**src/rtl/hazard_pkg.sv**
```systemverilog
package hazard_pkg;

    localparam int NUM_SRC = 2;

    typedef enum logic [1:0] {
        FWD_RF    = 2'b00,
        FWD_MEMWB = 2'b01,
        FWD_EXMEM = 2'b10
    } fwd_sel_e;

    typedef struct packed {
        fwd_sel_e [NUM_SRC-1:0] sel;
    } hz_state_t;

endpackage

```
**src/rtl/fwd_select.sv**
```systemverilog
module fwd_select
    import hazard_pkg::*;
#(
    parameter int REG_W = 5
) (
    input  logic             cons_valid_i,
    input  logic [REG_W-1:0] src_i,
    input  logic             near_valid_i,
    input  logic [REG_W-1:0] near_dst_i,
    input  logic             near_wr_i,
    input  logic             far_valid_i,
    input  logic [REG_W-1:0] far_dst_i,
    input  logic             far_wr_i,
    output fwd_sel_e         sel_o
);

    logic src_live;
    logic near_hit;
    logic far_hit;

    assign src_live = cons_valid_i && (src_i != '0);
    assign near_hit = src_live && near_valid_i && near_wr_i && (near_dst_i == src_i);
    assign far_hit  = src_live && far_valid_i && far_wr_i && (far_dst_i == src_i);

    always_comb begin
        if (near_hit) begin
            sel_o = FWD_EXMEM;
        end else if (far_hit) begin
            sel_o = FWD_MEMWB;
        end else begin
            sel_o = FWD_RF;
        end
    end

endmodule

```
**src/rtl/loaduse_detect.sv**
```systemverilog
module loaduse_detect
    import hazard_pkg::*;
#(
    parameter int REG_W = 5
) (
    input  logic                            id_valid_i,
    input  logic [NUM_SRC-1:0][REG_W-1:0]   src_i,
    input  logic                            ex_valid_i,
    input  logic [REG_W-1:0]                ex_dst_i,
    input  logic                            ex_wr_i,
    input  logic                            ex_load_i,
    output logic                            stall_o
);

    logic                 load_live;
    logic [NUM_SRC-1:0]   hit;

    assign load_live = ex_valid_i && ex_wr_i && ex_load_i && (ex_dst_i != '0);

    for (genvar k = 0; k < NUM_SRC; k++) begin : g_cmp
        assign hit[k] = load_live && (src_i[k] == ex_dst_i);
    end

    assign stall_o = id_valid_i && (|hit);

endmodule

```
**src/rtl/hazard_unit.sv**
```systemverilog
module hazard_unit
    import hazard_pkg::*;
#(
    parameter int REG_W = 5
) (
    input  logic             clk_i,
    input  logic             rst_ni,
    input  logic             id_valid_i,
    input  logic [REG_W-1:0] id_src_a_i,
    input  logic [REG_W-1:0] id_src_b_i,
    input  logic             ex_valid_i,
    input  logic [REG_W-1:0] ex_dst_i,
    input  logic             ex_wr_i,
    input  logic             ex_load_i,
    input  logic             mem_valid_i,
    input  logic [REG_W-1:0] mem_dst_i,
    input  logic             mem_wr_i,
    output logic [1:0]       fwd_a_o,
    output logic [1:0]       fwd_b_o,
    output logic             pc_we_o,
    output logic             ifid_we_o,
    output logic             ex_bubble_o
);

    logic [NUM_SRC-1:0][REG_W-1:0] src_vec;
    fwd_sel_e [NUM_SRC-1:0]        nxt_sel;
    logic                          stall;
    hz_state_t                     st_d;
    hz_state_t                     st_q;

    assign src_vec = {id_src_b_i, id_src_a_i};

    // The producer now in execute becomes the execute/memory entry when the
    // consumer executes; the one now in memory becomes the memory/writeback entry.
    // A load in execute is not a bypass source: the interlock covers it.
    for (genvar k = 0; k < NUM_SRC; k++) begin : g_src
        fwd_select #(.REG_W(REG_W)) u_fwd (
            .cons_valid_i (id_valid_i),
            .src_i        (src_vec[k]),
            .near_valid_i (ex_valid_i && !ex_load_i),
            .near_dst_i   (ex_dst_i),
            .near_wr_i    (ex_wr_i),
            .far_valid_i  (mem_valid_i),
            .far_dst_i    (mem_dst_i),
            .far_wr_i     (mem_wr_i),
            .sel_o        (nxt_sel[k])
        );
    end

    loaduse_detect #(.REG_W(REG_W)) u_ld (
        .id_valid_i (id_valid_i),
        .src_i      (src_vec),
        .ex_valid_i (ex_valid_i),
        .ex_dst_i   (ex_dst_i),
        .ex_wr_i    (ex_wr_i),
        .ex_load_i  (ex_load_i),
        .stall_o    (stall)
    );

    always_comb begin
        st_d = st_q;
        for (int k = 0; k < NUM_SRC; k++) begin
            st_d.sel[k] = stall ? FWD_RF : nxt_sel[k];
        end
    end

    always_ff @(posedge clk_i) begin
        if (!rst_ni) begin
            st_q <= '0;
        end else begin
            st_q <= st_d;
        end
    end

    assign fwd_a_o     = st_q.sel[0];
    assign fwd_b_o     = st_q.sel[1];
    assign pc_we_o     = !stall;
    assign ifid_we_o   = !stall;
    assign ex_bubble_o = stall;

endmodule

```
**config.mk**
```make
export PLATFORM = sky130hd
export DESIGN_NAME = hazard_unit
export DESIGN_NICKNAME = d
export VERILOG_FILES = /design/src/rtl/hazard_pkg.sv /design/src/rtl/fwd_select.sv /design/src/rtl/loaduse_detect.sv /design/src/rtl/hazard_unit.sv
export SDC_FILE = /design/constraint.sdc
export NUM_CORES = 1
export LEC_CHECK = 0
export ABC_AREA = 1
export BUFFER_PORTS_ARGS = -buffer_cell sky130_fd_sc_hd__clkbuf_2
export CORE_AREA = 2 2 39 41
export CTS_CLUSTER_SIZE = 8
export DETAILED_ROUTE_END_ITERATION = 12
export DIE_AREA = 0 0 41 43
export MAX_ROUTING_LAYER = met4
export PLACE_DENSITY = 0.93
export SLEW_MARGIN = 20
export SYNTH_ARGS = -nofsm -noshare
export SYNTH_HDL_FRONTEND = slang
export SYNTH_SLANG_ARGS = --single-unit
export TNS_END_PERCENT = 1
```
**constraint.sdc**
```tcl
create_clock -name clk_i -period 1.85 [get_ports clk_i]
set_clock_uncertainty 0.15 [all_clocks]
set_input_delay 0.185 -clock clk_i [delete_from_list [all_inputs] [get_ports clk_i]]
set_output_delay 0.185 -clock clk_i [all_outputs]
set_load 0.1 [all_outputs]
```
## Yosys cells after proc, flatten, opt, wreduce, memory -nomap -nowiden

Index checks and enable logic that the tools add are counted.

- Flip-flop bits (word level): 4
- Input bits: 28
- Output and inout port bits: 7
- Logic and storage cells: 45

- Eq/ne operators: 6
- Multiplexer cells: 4
- Bitwise operators: 1
- Reduce and logical (&&, ||, !) cells: 30

Operator list:

| operator | number |
|---|---|
| $eq A5 B5 Y1 | 6 |
| $logic_and A1 B1 Y1 | 21 |
| $reduce_bool A5 Y1 | 3 |
| $reduce_or A3 Y1 | 2 |
| $mux W2 | 2 |
| $reduce_or A2 Y1 | 2 |
| $logic_not A1 Y1 | 2 |
| $mux W1 | 2 |
| $not A1 Y1 | 1 |

## Depth between registers and ports, before layout

- Depth in word-level cells: 7
- Depth in mapped cells: 9
- Depth with buffers taken out: 9

## Cells and area by module

Synthesis repeated with hierarchy kept, for this count alone.

- Cell total of the unflattened synthesis: 176
- Area, all modules: 842.1 µm²

By module, submodules not included:

| module | instances | cells an instance | area an instance (µm²) | sequential area each (µm²) |
|---|---|---|---|---|
| fwd_select | 2 | 56 | 251.5 | 0.0 |
| loaduse_detect | 1 | 47 | 203.9 | 0.0 |
| hazard_unit | 1 | 17 | 135.1 | 80.1 |

## Worst setup path after synthesis

No wires, ideal clock.

- Path kind: input -> output
- Start point: input port id_src_b_i[3]
- End point: output port ex_bubble_o
- Data arrival time: 1.684 ns
- Required time: 1.515 ns
- Slack: -0.169 ns
- Stages: 8
- Buffers on the path: 0
- Cells stage by stage: inv_1 -> nand2_1 -> nand2_1 -> nor2_2 -> nand3_1 -> nand2_1 -> nand2_2 -> inv_1

- Cells in the longest elaborated chain, start to end: 4

Ends and longest elaborated chain:

| element | RTL line | RTL |
|---|---|---|
| start, declared | hazard_unit.sv:10 | `input logic [REG_W-1:0] id_src_b_i,` |
| $eq A5 B5 Y1 | loaduse_detect.sv:21 | `assign hit[k] = load_live && (src_i[k] == ex_dst_i);` |
| $logic_and A1 B1 Y1 | loaduse_detect.sv:21 |  |
| $reduce_or A2 Y1 | loaduse_detect.sv:24 | `assign stall_o = id_valid_i && (\|hit);` |
| $logic_and A1 B1 Y1 | loaduse_detect.sv:24 |  |
| end, declared | hazard_unit.sv:22 | `output logic ex_bubble_o` |

Every way passes these cells.

## Worst setup path in the final report

- Start point: input port ex_dst_i[4]
- End point: output port ex_bubble_o

- Cells in the longest elaborated chain, start to end: 5
- Elaborated cells on any way between the ends: 8
- Classes of those cells: eq/ne: 2; reduce/logical: 6

Ends and longest elaborated chain:

| element | RTL line | RTL |
|---|---|---|
| start, declared | hazard_unit.sv:12 | `input logic [REG_W-1:0] ex_dst_i,` |
| $reduce_bool A5 Y1 | loaduse_detect.sv:18 | `assign load_live = ex_valid_i && ex_wr_i && ex_load_i && (ex_dst_i != '0);` |
| $logic_and A1 B1 Y1 | loaduse_detect.sv:18 |  |
| $logic_and A1 B1 Y1 | loaduse_detect.sv:21 |  |
| $reduce_or A2 Y1 (*) | loaduse_detect.sv:24 |  |
| $logic_and A1 B1 Y1 (*) | loaduse_detect.sv:24 |  |

Every way passes the cells marked *; elsewhere a longest branch is shown, timed or not.

==> impl_metrics.py <==
metrics = {
    "run_status": {
        "outcome": "finished, final reports clean",
    },
    "clock_network": {
        "cts.sinks": 4,
        "cts_hold_buf": 0,
        "cts.clk_slew.worst_paths_ns": 0.04,
        "root_buffer": "clkbuf_4",
        "post_cts_buffers": 0,
        "cts_resized": 0,
        "cts_max_path_buffers": 2,
        "htreeDepth": 1,
        "cts_tree": "built",
        "numCtsBuffers": 3,
    },
    "grt": {
        "overflow": 0,
        "groute.layer.met1.usage_pct": 20.9,
        "grtUsageMet3_pct": 1.57,
        "grt_pass1_wl_um": 2410,
        "track_usage_pct": 19.8,
        "grtUsageMet2_pct": 34.7,
        "grt_max_degree": 5,
        "grt_pass1_vias": 654,
        "top_usage_layer": "met2",
        "antenna_found_initial": 0,
    },
    "hold_path": {
        "hold_class": "in -> reg",
    },
    "worst_setup_path": {
        "criticalPathCategory": "in -> out",
        "cp.required_ns": 1.51,
        "cp.buffers_inverters": 4,
        "cp_slowest_stage_delay_ns": 0.16,
        "worstPathCellList": "clkbuf_2 -> inv_1 -> nand2_1 -> nand2_1 -> nor2_1 -> nand3_1 -> nand2_1 -> nand2_4 -> clkinvlp_4 -> buf_12",
        "crit_slowest_cell": "buf_12",
        "crit_fanout": 4,
        "cp-end-kind": "output port",
        "worst_path_most_repeated_cell": "nand2_1",
        "crit_arrival_ns": 1.19,
        "cp-start-kind": "primary input",
        "crit_family": "simple AND/OR/NAND/NOR gates",
    },
    "final_layout": {
        "final_util_pct": 60.7,
        "final_cell_mix": "44 x nand2_1, 31 x clkbuf_2, 26 x inv_1",
        "layout_commonest_cell": "nand2_1",
        "fin_nets": 188,
        "layout-drive-gt1-share_pct": 26.6,
        "diodes": 0,
        "syn2layout_area_growth_pct": 44.6,
        "fin_area_um2": 840,
    },
    "sta": {
        "min_period_ns": 1.52,
        "hold_viol_final": 0,
        "relSlewSlack_pct": 64.1,
        "rsz0062_at_grt": "false",
        "slew_viol_final": 0,
        "setup_violations": 0,
        "worstMarginPinSlew_ns": 0.541,
        "min_period_over_period_pct": 82.2,
        "timing.fmax_ghz": 0.658,
        "tns_ns": 0,
    },
    "power_and_ir_drop": {
        "p_leak_nw": 0.571,
        "ir_drop_uv": 139,
        "totalPowerFinal_mw": 0.320,
        "power_density_nw_per_um2": 381,
    },
    "synthesis": {
        "yosys_register_bits": 4,
        "avgSynthCellArea_um2": 4.76,
        "postSynthCellCount": 122,
        "ys_seq_area_share_pct": 13.8,
        "syn_nets": 150,
        "synth.yosys.warnings": 0,
        "synth_area_um2": 581,
        "synth_cell_type_count": 16,
    },
    "route": {
        "vias_per_cell": 4.63,
        "drt-total-wl_um": 1470,
        "ant_nets": 0,
        "first_pass_iters": 4,
        "drc_errors": 0,
        "vias": 806,
        "drt_iter0_markers": 16,
        "wl_per_cell_um": 8.43,
    },
    "floorplan": {
        "die_area_um2": 1760,
        "num_io_pins": 35,
        "initial_core_util_pct": 42.0,
        "core_um2": 1380,
        "fp.dieW_um": 41,
        "rows": 14,
        "dieHeight_um": 43,
    },
    "placed_design": {
        "port_buffers": 34,
        "place.gp.congestion": 0.858,
        "placed_area_um2": 817,
        "hpwl_um": 1320,
    },
    "flow_run": {
        "maxCapViolCount": 0,
    },
}
worst min-delay path: cells and delay by family:
| kind | cells | cell delay, ns |
|---|---|---|
| buffers and inverters | 1 | 0.10 |
| and+or+nand+nor | 2 | 0.11 |
registers in the layout (all words and copies together), names as in the netlist:
| signal | flops |
|---|---|
| fwd_a_o | 2 |
| fwd_b_o | 2 |
final timing paths:
| check | startpoint | to | slack, ns | cells after the start |
|---|---|---|---|---|
| worst min-delay path | rst_ni | fwd_a_o[0] | 0.05 | 3 |
| worst max-delay path | ex_dst_i[4] | ex_bubble_o | 0.33 | 10 |
cells in the mapped netlist:
| library cell | instances | area [µm²] |
|---|---|---|
| xnor2_1 | 2 | 17.5 |
| nand4_1 | 3 | 18.8 |
| inv_1 | 27 | 101 |
| nor3_1 | 1 | 5.00 |
| nor2_2 | 1 | 6.26 |
| nand2_1 | 44 | 165 |
| xor2_1 | 1 | 8.76 |
| nand2_2 | 1 | 6.26 |
| nor2_1 | 21 | 78.8 |
| buf_4 | 1 | 7.51 |
| o21ai_0 | 7 | 35.0 |
| dfxtp_1 | 4 | 80.1 |
| a21oi_1 | 1 | 5.00 |
| inv_2 | 1 | 3.75 |
| nand3_1 | 6 | 30.0 |
| nand2_4 | 1 | 11.3 |
cell type report:
class,instances,area (µm²)
clock buffers,3,22.5
fillers,143,544
inverters,28,109
multi-input cells,89,393
flip-flops and latches,4,80.1
well taps,16,20.0
repair buffers,34,215
through the flow:
stage / worst slack [ns] / hold WS [ns] / std cells
4_1_cts: 0.336 / 0.0494 / 174
3_3_place_gp: 0.350 / 0.305 / 171
5_1_grt: 0.214 / 0.0641 / 174
3_5_place_dp: 0.340 / 0.302 / 171
6_report: 0.330 / 0.0514 / 174
2_1_floorplan: 0.160 / 0.172 / 122
cell families after synthesis:
logic type	after synthesis	synth area share [%]
flops	4	13.8
xor+xnor	3	4.53
simple gates	78	55.4
compound gates	8	6.90
buf+inv	29	19.4
routing by layer:
metal  part of all wire (%)  wire length [µm]
met3                    6.1                89
met4                    2.5                36
met2                     50               727
met1                     42               614
met5                      0                 0
power by group:
part	total [mW]	switching, mW	internal, mW
Clock	0.109	0.0365	0.0725
Combinational	0.124	0.0731	0.0507
Sequential	0.0870	0.0000473	0.0870
(Power assumes the default switching activity.)
